$ cat config.mk
export PLATFORM = sky130hd
export DESIGN_NAME = ca_pixel_fetch
export DESIGN_NICKNAME = d
export VERILOG_FILES = /design/src/rtl/ca_fetch_pkg.sv /design/src/rtl/ca_raster_next.sv /design/src/rtl/ca_row_addr.sv /design/src/rtl/ca_pred_track.sv /design/src/rtl/ca_hue_lut.sv /design/src/rtl/ca_colour_stage.sv /design/src/rtl/ca_pixel_fetch.sv
export SDC_FILE = /design/constraint.sdc
export NUM_CORES = 1
export LEC_CHECK = 0
export ABC_AREA = 0
export BUFFER_PORTS_ARGS = -buffer_cell sky130_fd_sc_hd__clkbuf_2
export CORE_AREA = 2 2 39 41
export DETAILED_ROUTE_END_ITERATION = 10
export DIE_AREA = 0 0 41 43
export PLACE_DENSITY = 0.56
export SLEW_MARGIN = 20
export SYNTH_ARGS = -nofsm -noshare
export SYNTH_HDL_FRONTEND = slang
export SYNTH_SLANG_ARGS = --single-unit
$ cat constraint.sdc
create_clock -name clk -period 1.4 [get_ports clk]
set_input_delay 0.14 -clock clk [delete_from_list [all_inputs] [get_ports clk]]
set_output_delay 0.14 -clock clk [all_outputs]
set_load 0.02 [all_outputs]
$ cat src/rtl/ca_fetch_pkg.sv
// Shared definitions for the cellular-automaton pixel fetch block.
// Assumes: nothing beyond IEEE 1800-2017 packages.
package ca_fetch_pkg;

    // Fetch mode: address from the current coordinate, or from the predicted next one
    typedef enum logic {
        FETCH_DIRECT = 1'b0,
        FETCH_AHEAD  = 1'b1
    } fetch_mode_e;

endpackage

$ cat src/rtl/ca_raster_next.sv
// Works out the raster successor of a coordinate: the next column on the same
// line, the start of the next line, or the origin after the last line.
// Assumes: the coordinate lies inside the H_TOTAL x V_TOTAL raster.
module ca_raster_next #(
    parameter int H_TOTAL = 20,
    parameter int V_TOTAL = 15,
    parameter int XW      = 5,
    parameter int YW      = 4
) (
    input  logic [XW-1:0] cur_x,
    input  logic [YW-1:0] cur_y,
    output logic [XW-1:0] nxt_x,
    output logic [YW-1:0] nxt_y
);

    logic line_end;
    logic frame_end;

    // Step one position along the raster, wrapping at line and frame ends
    always_comb begin
        line_end  = (int'(cur_x) == H_TOTAL - 1);
        frame_end = (int'(cur_y) == V_TOTAL - 1);
        if (line_end) begin
            nxt_x = '0;
            nxt_y = frame_end ? '0 : cur_y + YW'(1);
        end else begin
            nxt_x = cur_x + XW'(1);
            nxt_y = cur_y;
        end
    end

endmodule

$ cat src/rtl/ca_row_addr.sv
// Maps a coordinate to a row-major cell address (row * COLS + column).
// Outside the active area the address is forced to 0, so it always stays in range.
// Assumes: COLS*ROWS fits in AW bits.
module ca_row_addr #(
    parameter int COLS = 16,
    parameter int ROWS = 12,
    parameter int XW   = 5,
    parameter int YW   = 4,
    parameter int AW   = 8
) (
    input  logic [XW-1:0] at_x,
    input  logic [YW-1:0] at_y,
    output logic [AW-1:0] addr
);

    localparam logic [AW-1:0] ROW_STRIDE = AW'(COLS);

    logic in_area;

    // Row-major address for active coordinates, zero elsewhere
    always_comb begin
        in_area = (int'(at_x) < COLS) && (int'(at_y) < ROWS);
        if (in_area) begin
            addr = AW'(at_y) * ROW_STRIDE + AW'(at_x);
        end else begin
            addr = '0;
        end
    end

endmodule

$ cat src/rtl/ca_pred_track.sv
// Remembers the coordinate whose cell bit was requested one cycle earlier and
// reports whether the coordinate now presented is that one.
// Assumes: the frame memory returns data exactly one cycle after the address.
module ca_pred_track #(
    parameter int XW = 5,
    parameter int YW = 4
) (
    input  logic          clk,
    input  logic          rst_n,
    input  logic [XW-1:0] cur_x,
    input  logic [YW-1:0] cur_y,
    input  logic [XW-1:0] req_x,
    input  logic [YW-1:0] req_y,
    output logic          hit
);

    logic [XW-1:0] pend_x;
    logic [YW-1:0] pend_y;
    logic          pend_ok;

    // Record the coordinate whose data arrives next cycle
    always_ff @(posedge clk) begin
        if (!rst_n) begin
            pend_x  <= '0;
            pend_y  <= '0;
            pend_ok <= 1'b0;
        end else begin
            pend_x  <= req_x;
            pend_y  <= req_y;
            pend_ok <= 1'b1;
        end
    end

    // The returned bit belongs to this pixel only if the prediction matched
    assign hit = pend_ok && (pend_x == cur_x) && (pend_y == cur_y);

endmodule

$ cat src/rtl/ca_hue_lut.sv
// Constant hue wheel of 2^HUE_BITS entries, evenly spaced over six sectors,
// each channel CW bits wide. Entries are computed during elaboration.
// Assumes: HUE_BITS >= 1.
module ca_hue_lut #(
    parameter int HUE_BITS = 2,
    parameter int CW       = 4
) (
    input  logic [HUE_BITS-1:0] idx,
    output logic [CW-1:0]       hue_r,
    output logic [CW-1:0]       hue_g,
    output logic [CW-1:0]       hue_b
);

    localparam int N = 1 << HUE_BITS;
    localparam int M = (1 << CW) - 1;

    logic [3*CW-1:0] wheel [N];

    // One entry per index: sector and fraction around the wheel
    for (genvar i = 0; i < N; i++) begin : g_entry
        localparam int H  = (i * 6 * M) / N;
        localparam int S  = H / M;
        localparam int F  = H % M;
        localparam int RV = (S == 0 || S == 5) ? M : (S == 1) ? M - F : (S == 4) ? F : 0;
        localparam int GV = (S == 0) ? F : (S == 1 || S == 2) ? M : (S == 3) ? M - F : 0;
        localparam int BV = (S == 2) ? F : (S == 3 || S == 4) ? M : (S == 5) ? M - F : 0;
        assign wheel[i] = {CW'(RV), CW'(GV), CW'(BV)};
    end

    // Select the entry for this generation
    assign {hue_r, hue_g, hue_b} = wheel[idx];

endmodule

$ cat src/rtl/ca_colour_stage.sv
// Output register of the pixel pipeline: loads the hue for a visible live
// pixel, black otherwise. This is the single edge between coordinate and colour.
// Assumes: the inputs are settled one cycle after the coordinate changes.
module ca_colour_stage #(
    parameter int CW = 4
) (
    input  logic          clk,
    input  logic          rst_n,
    input  logic          show,
    input  logic [CW-1:0] hue_r,
    input  logic [CW-1:0] hue_g,
    input  logic [CW-1:0] hue_b,
    output logic [CW-1:0] out_r,
    output logic [CW-1:0] out_g,
    output logic [CW-1:0] out_b
);

    // Register this cycle's colour for the timing generator
    always_ff @(posedge clk) begin
        if (!rst_n || !show) begin
            out_r <= '0;
            out_g <= '0;
            out_b <= '0;
        end else begin
            out_r <= hue_r;
            out_g <= hue_g;
            out_b <= hue_b;
        end
    end

endmodule

$ cat src/rtl/ca_pixel_fetch.sv
// Pixel fetch between a raster timing generator and a one-bit-per-cell frame
// memory. Coordinates in cycle n give a colour on the outputs in cycle n+1.
// Direct mode expects a combinational memory; ahead mode prefetches the raster
// successor for a memory with one cycle of read latency and blanks mispredicted pixels.
// Assumes: H_TOTAL >= COLS, V_TOTAL >= ROWS, HUE_BITS <= YW.
module ca_pixel_fetch #(
    parameter int COLS     = 16,
    parameter int ROWS     = 12,
    parameter int H_TOTAL  = 20,
    parameter int V_TOTAL  = 15,
    parameter int XW       = $clog2(H_TOTAL),
    parameter int YW       = $clog2(V_TOTAL),
    parameter int AW       = $clog2(COLS * ROWS),
    parameter int HUE_BITS = 2,
    parameter int CW       = 4,
    parameter ca_fetch_pkg::fetch_mode_e MODE = ca_fetch_pkg::FETCH_DIRECT
) (
    input  logic          clk,
    input  logic          rst_n,
    input  logic [XW-1:0] pix_x,
    input  logic [YW-1:0] pix_y,
    output logic [AW-1:0] mem_addr,
    input  logic          mem_data,
    output logic [CW-1:0] red,
    output logic [CW-1:0] green,
    output logic [CW-1:0] blue
);

    logic          active;
    logic          hit;
    logic          show;
    logic [CW-1:0] hue_r;
    logic [CW-1:0] hue_g;
    logic [CW-1:0] hue_b;

    // Visible picture test for the current coordinate
    assign active = (int'(pix_x) < COLS) && (int'(pix_y) < ROWS);

    if (MODE == ca_fetch_pkg::FETCH_AHEAD) begin : g_ahead
        logic [XW-1:0] nx;
        logic [YW-1:0] ny;

        ca_raster_next #(
            .H_TOTAL(H_TOTAL), .V_TOTAL(V_TOTAL), .XW(XW), .YW(YW)
        ) u_next (
            .cur_x(pix_x), .cur_y(pix_y), .nxt_x(nx), .nxt_y(ny)
        );

        ca_row_addr #(
            .COLS(COLS), .ROWS(ROWS), .XW(XW), .YW(YW), .AW(AW)
        ) u_addr (
            .at_x(nx), .at_y(ny), .addr(mem_addr)
        );

        ca_pred_track #(
            .XW(XW), .YW(YW)
        ) u_track (
            .clk(clk), .rst_n(rst_n),
            .cur_x(pix_x), .cur_y(pix_y),
            .req_x(nx), .req_y(ny),
            .hit(hit)
        );
    end else begin : g_direct
        ca_row_addr #(
            .COLS(COLS), .ROWS(ROWS), .XW(XW), .YW(YW), .AW(AW)
        ) u_addr (
            .at_x(pix_x), .at_y(pix_y), .addr(mem_addr)
        );

        assign hit = 1'b1;
    end

    ca_hue_lut #(
        .HUE_BITS(HUE_BITS), .CW(CW)
    ) u_hue (
        .idx(pix_y[HUE_BITS-1:0]),
        .hue_r(hue_r), .hue_g(hue_g), .hue_b(hue_b)
    );

    // Pixel is lit only when visible, its fetched bit is valid, and the cell lives
    assign show = active && hit && mem_data;

    ca_colour_stage #(
        .CW(CW)
    ) u_out (
        .clk(clk), .rst_n(rst_n), .show(show),
        .hue_r(hue_r), .hue_g(hue_g), .hue_b(hue_b),
        .out_r(red), .out_g(green), .out_b(blue)
    );

endmodule

==> key figures <==
STA
  – Setup TNS: 0 ps
  – Final Hold Fails: 0
  – RSZ-0062 raised after global routing: false
  – Fmax: 861 MHz
  – Slew Limit Fails: 0
  – Finish-stage setup viols: 0
  – Tightest Pin Transition: 301 ps
  – Clock period minus worst slack: 1160 ps
  – Slew HR: 80.0%
  – Setup WS post-layout: 238 ps
  – Period utilisation layout: 83.0%

Global routing
  – Met2 Use GR: 13.4%
  – First-pass GRT wire length: 959 µm
  – Gr usage total: 8.53%
  – Number of global-route vias before repair: 276
  – Busiest layer in global routing: met2
  – Largest net degree at the start of global routing: 7
  – Grt total ovfl: 0
  – GR met1 Demand/Resource: 7.69%
  – Initial antenna violation count: 0
  – M3 GR Usage: 1.57%

Yosys
  – Seq/Total Area, Yosys: 27.0%
  – Top-count cell post-synth: buf_4
  – Area leader, netlist: dfxtp_1
  – Mapped Cells: 34
  – Post-Syn Area: 297 µm²
  – Top_reg_cell synth: dfxtp_1
  – Ys Warns: 0
  – #FFs+latches synth: 4
  – Post-synth EDFFs: 0
  – Syn Area/Cell: 8.72 µm²
  – Async S/R FF share, synth: 0%
  – Syn Nets: 48
  – Synth top cells by count: buf_4 (8), and2_1 (6), dfxtp_1 (4)
  – Synth area leaders: dfxtp_1 (27%), buf_4 (20%), and2_1 (13%), ha_1 (8.4%), nor3b_2 (4.2%)
  – Netlist cell types: 16
  – Share of the synthesized area in the top cell type: 27.0%

Die
  – Die H: 43 µm
  – Die extent in x: 41 µm
  – # IOs: 32
  – Core Area: 1380 µm²
  – Cell row count: 14
  – DIE AREA: 1760 µm²
  – Initial core utilization: 21.4%

Final layout
  – Final Util: 31.4%
  – Multi-input gate area: 153 µm²
  – Synth-to-Final Area Change: 46.4%
  – Share of cells above drive strength 1: 60.0%
  – # diodes: 0
  – Final net count: 76
  – Filler cells: 155
  – Reg area: 80.1 µm²

Setup path
  – CP Launch Type: input port
  – Critical Path Source: pix_x[4]
  – Critical Path AT: 1020 ps
  – Crit-path max FO: 4
  – CP required: 1260 ps
  – Crit end category: output pin
  – Setup CP Type: in -> out

Power
  – Peak supply drop: 0.000176 V
  – LEAKAGE: 0.000248 µW
  – Power, Total: 361 µW
  – PD cells: 831 nW/µm²

Drt
  – DR vias/cell: 4.04
  – DRT iter0 DRCs: 0
  – TritonRoute pass-1 iters: 1
  – DRC: 0
  – Final WL: 607 µm
  – WL per Instance: 7.99 µm
  – ANT nets after route: 0
  – Vias: 307

Clock network
  – H-Tree Depth: 1
  – Hold Buf Count CTS: 0
  – Clock transition at path regs: 30 ps
  – Root Driver: clkbuf_4
  – Clock Tree Buf Depth: 2
  – Post-CTS Repair Setup Buffers: 0
  – Cts bufs inserted: 3
  – CTS tree: built
  – Number of gates resized after CTS: 0
  – CTS Sinks: 4

Placement
  – Routability congestion estimate: 0.653
  – Pre-CTS setup slack: 226 ps
  – Post-DP HPWL: 537 µm
  – IO buf count: 31

Flow run
  – Max-cap violations: 0

Status
  – Status: complete, no violations

Hold path
  – Worst min-delay path class: in -> reg
  – Hold Startpoint: pix_y[1]
## cell type report
cell class	count	share of cell area [%]
inverter	1	0.865
sequential	4	18.4
clock buffer	3	5.19
multi-input combinational	21	35.2
timing repair buffer	31	35.7
tap	16	4.61
## cell usage in the layout (no fill, tap or decap)
master	count
a21o_1	1
a21oi_1	2
and2_1	6
clkbuf_2	31
clkbuf_4	3
dfxtp_1	4
ha_1	2
inv_1	1
nand2_1	1
nand2b_1	1
nand4b_1	1
nor2_1	1
nor3_1	2
nor3_2	1
nor3b_2	1
xnor2_1	1
xor2_1	1
## critical path, cell delays in order
cell      delay (ps)
clkbuf_2         110
ha_1             220
ha_1             190
xnor2_1          120
nor2_1            80
clkbuf_2         170
## per-layer routing
layer	share of wire [%]	routed length, µm	up-vias
met2	45	271	29
met4	0	0	0
li1	-	-	156
met1	38	228	122
met3	17	106	0
met5	0	0	-
## registers in the layout (all words and copies together) (netlist names)
| register | count |
|---|---|
| u_out.out_g | 1 |
| u_out.out_r | 2 |
| u_out.out_b | 1 |
## path summary, 6_finish.rpt
kind / slack (ps) / cells after the start / end
worst max-delay path: 240 / 6 / mem_addr[6]
worst min-delay path: 170 / 2 / u_out.out_r[3]$_SDFF_PP0_
## where the power goes
part	switching (µW)	internal (µW)	leakage (µW)	total (µW)
combinational	61.2	41.4	0.000202	103
sequential	1.91	118	0.0000325	120
clock	43.2	95.6	0.0000138	139
total	106	255	0.000248	361
## stage by stage
stage | instance area [µm²] | hold slack [ps] | instances
after floorplan | 297 | 219 | 34
after global placement | 412 | 405 | 73
after detailed placement | 412 | 417 | 73
after CTS | 434 | 169 | 76
after global routing | 434 | 192 | 76
final | 434 | 174 | 76
## cell families after synthesis
logic type	synth area share, %
buffers and inverters	21.5
AND/OR/NAND/NOR	31.2
XOR/XNOR	5.91
AO/OA/AOI/OAI	5.91
adder cells (fa/ha/maj)	8.44
flip-flops	27.0
Note: power is estimated with default switching activity, not from simulation.
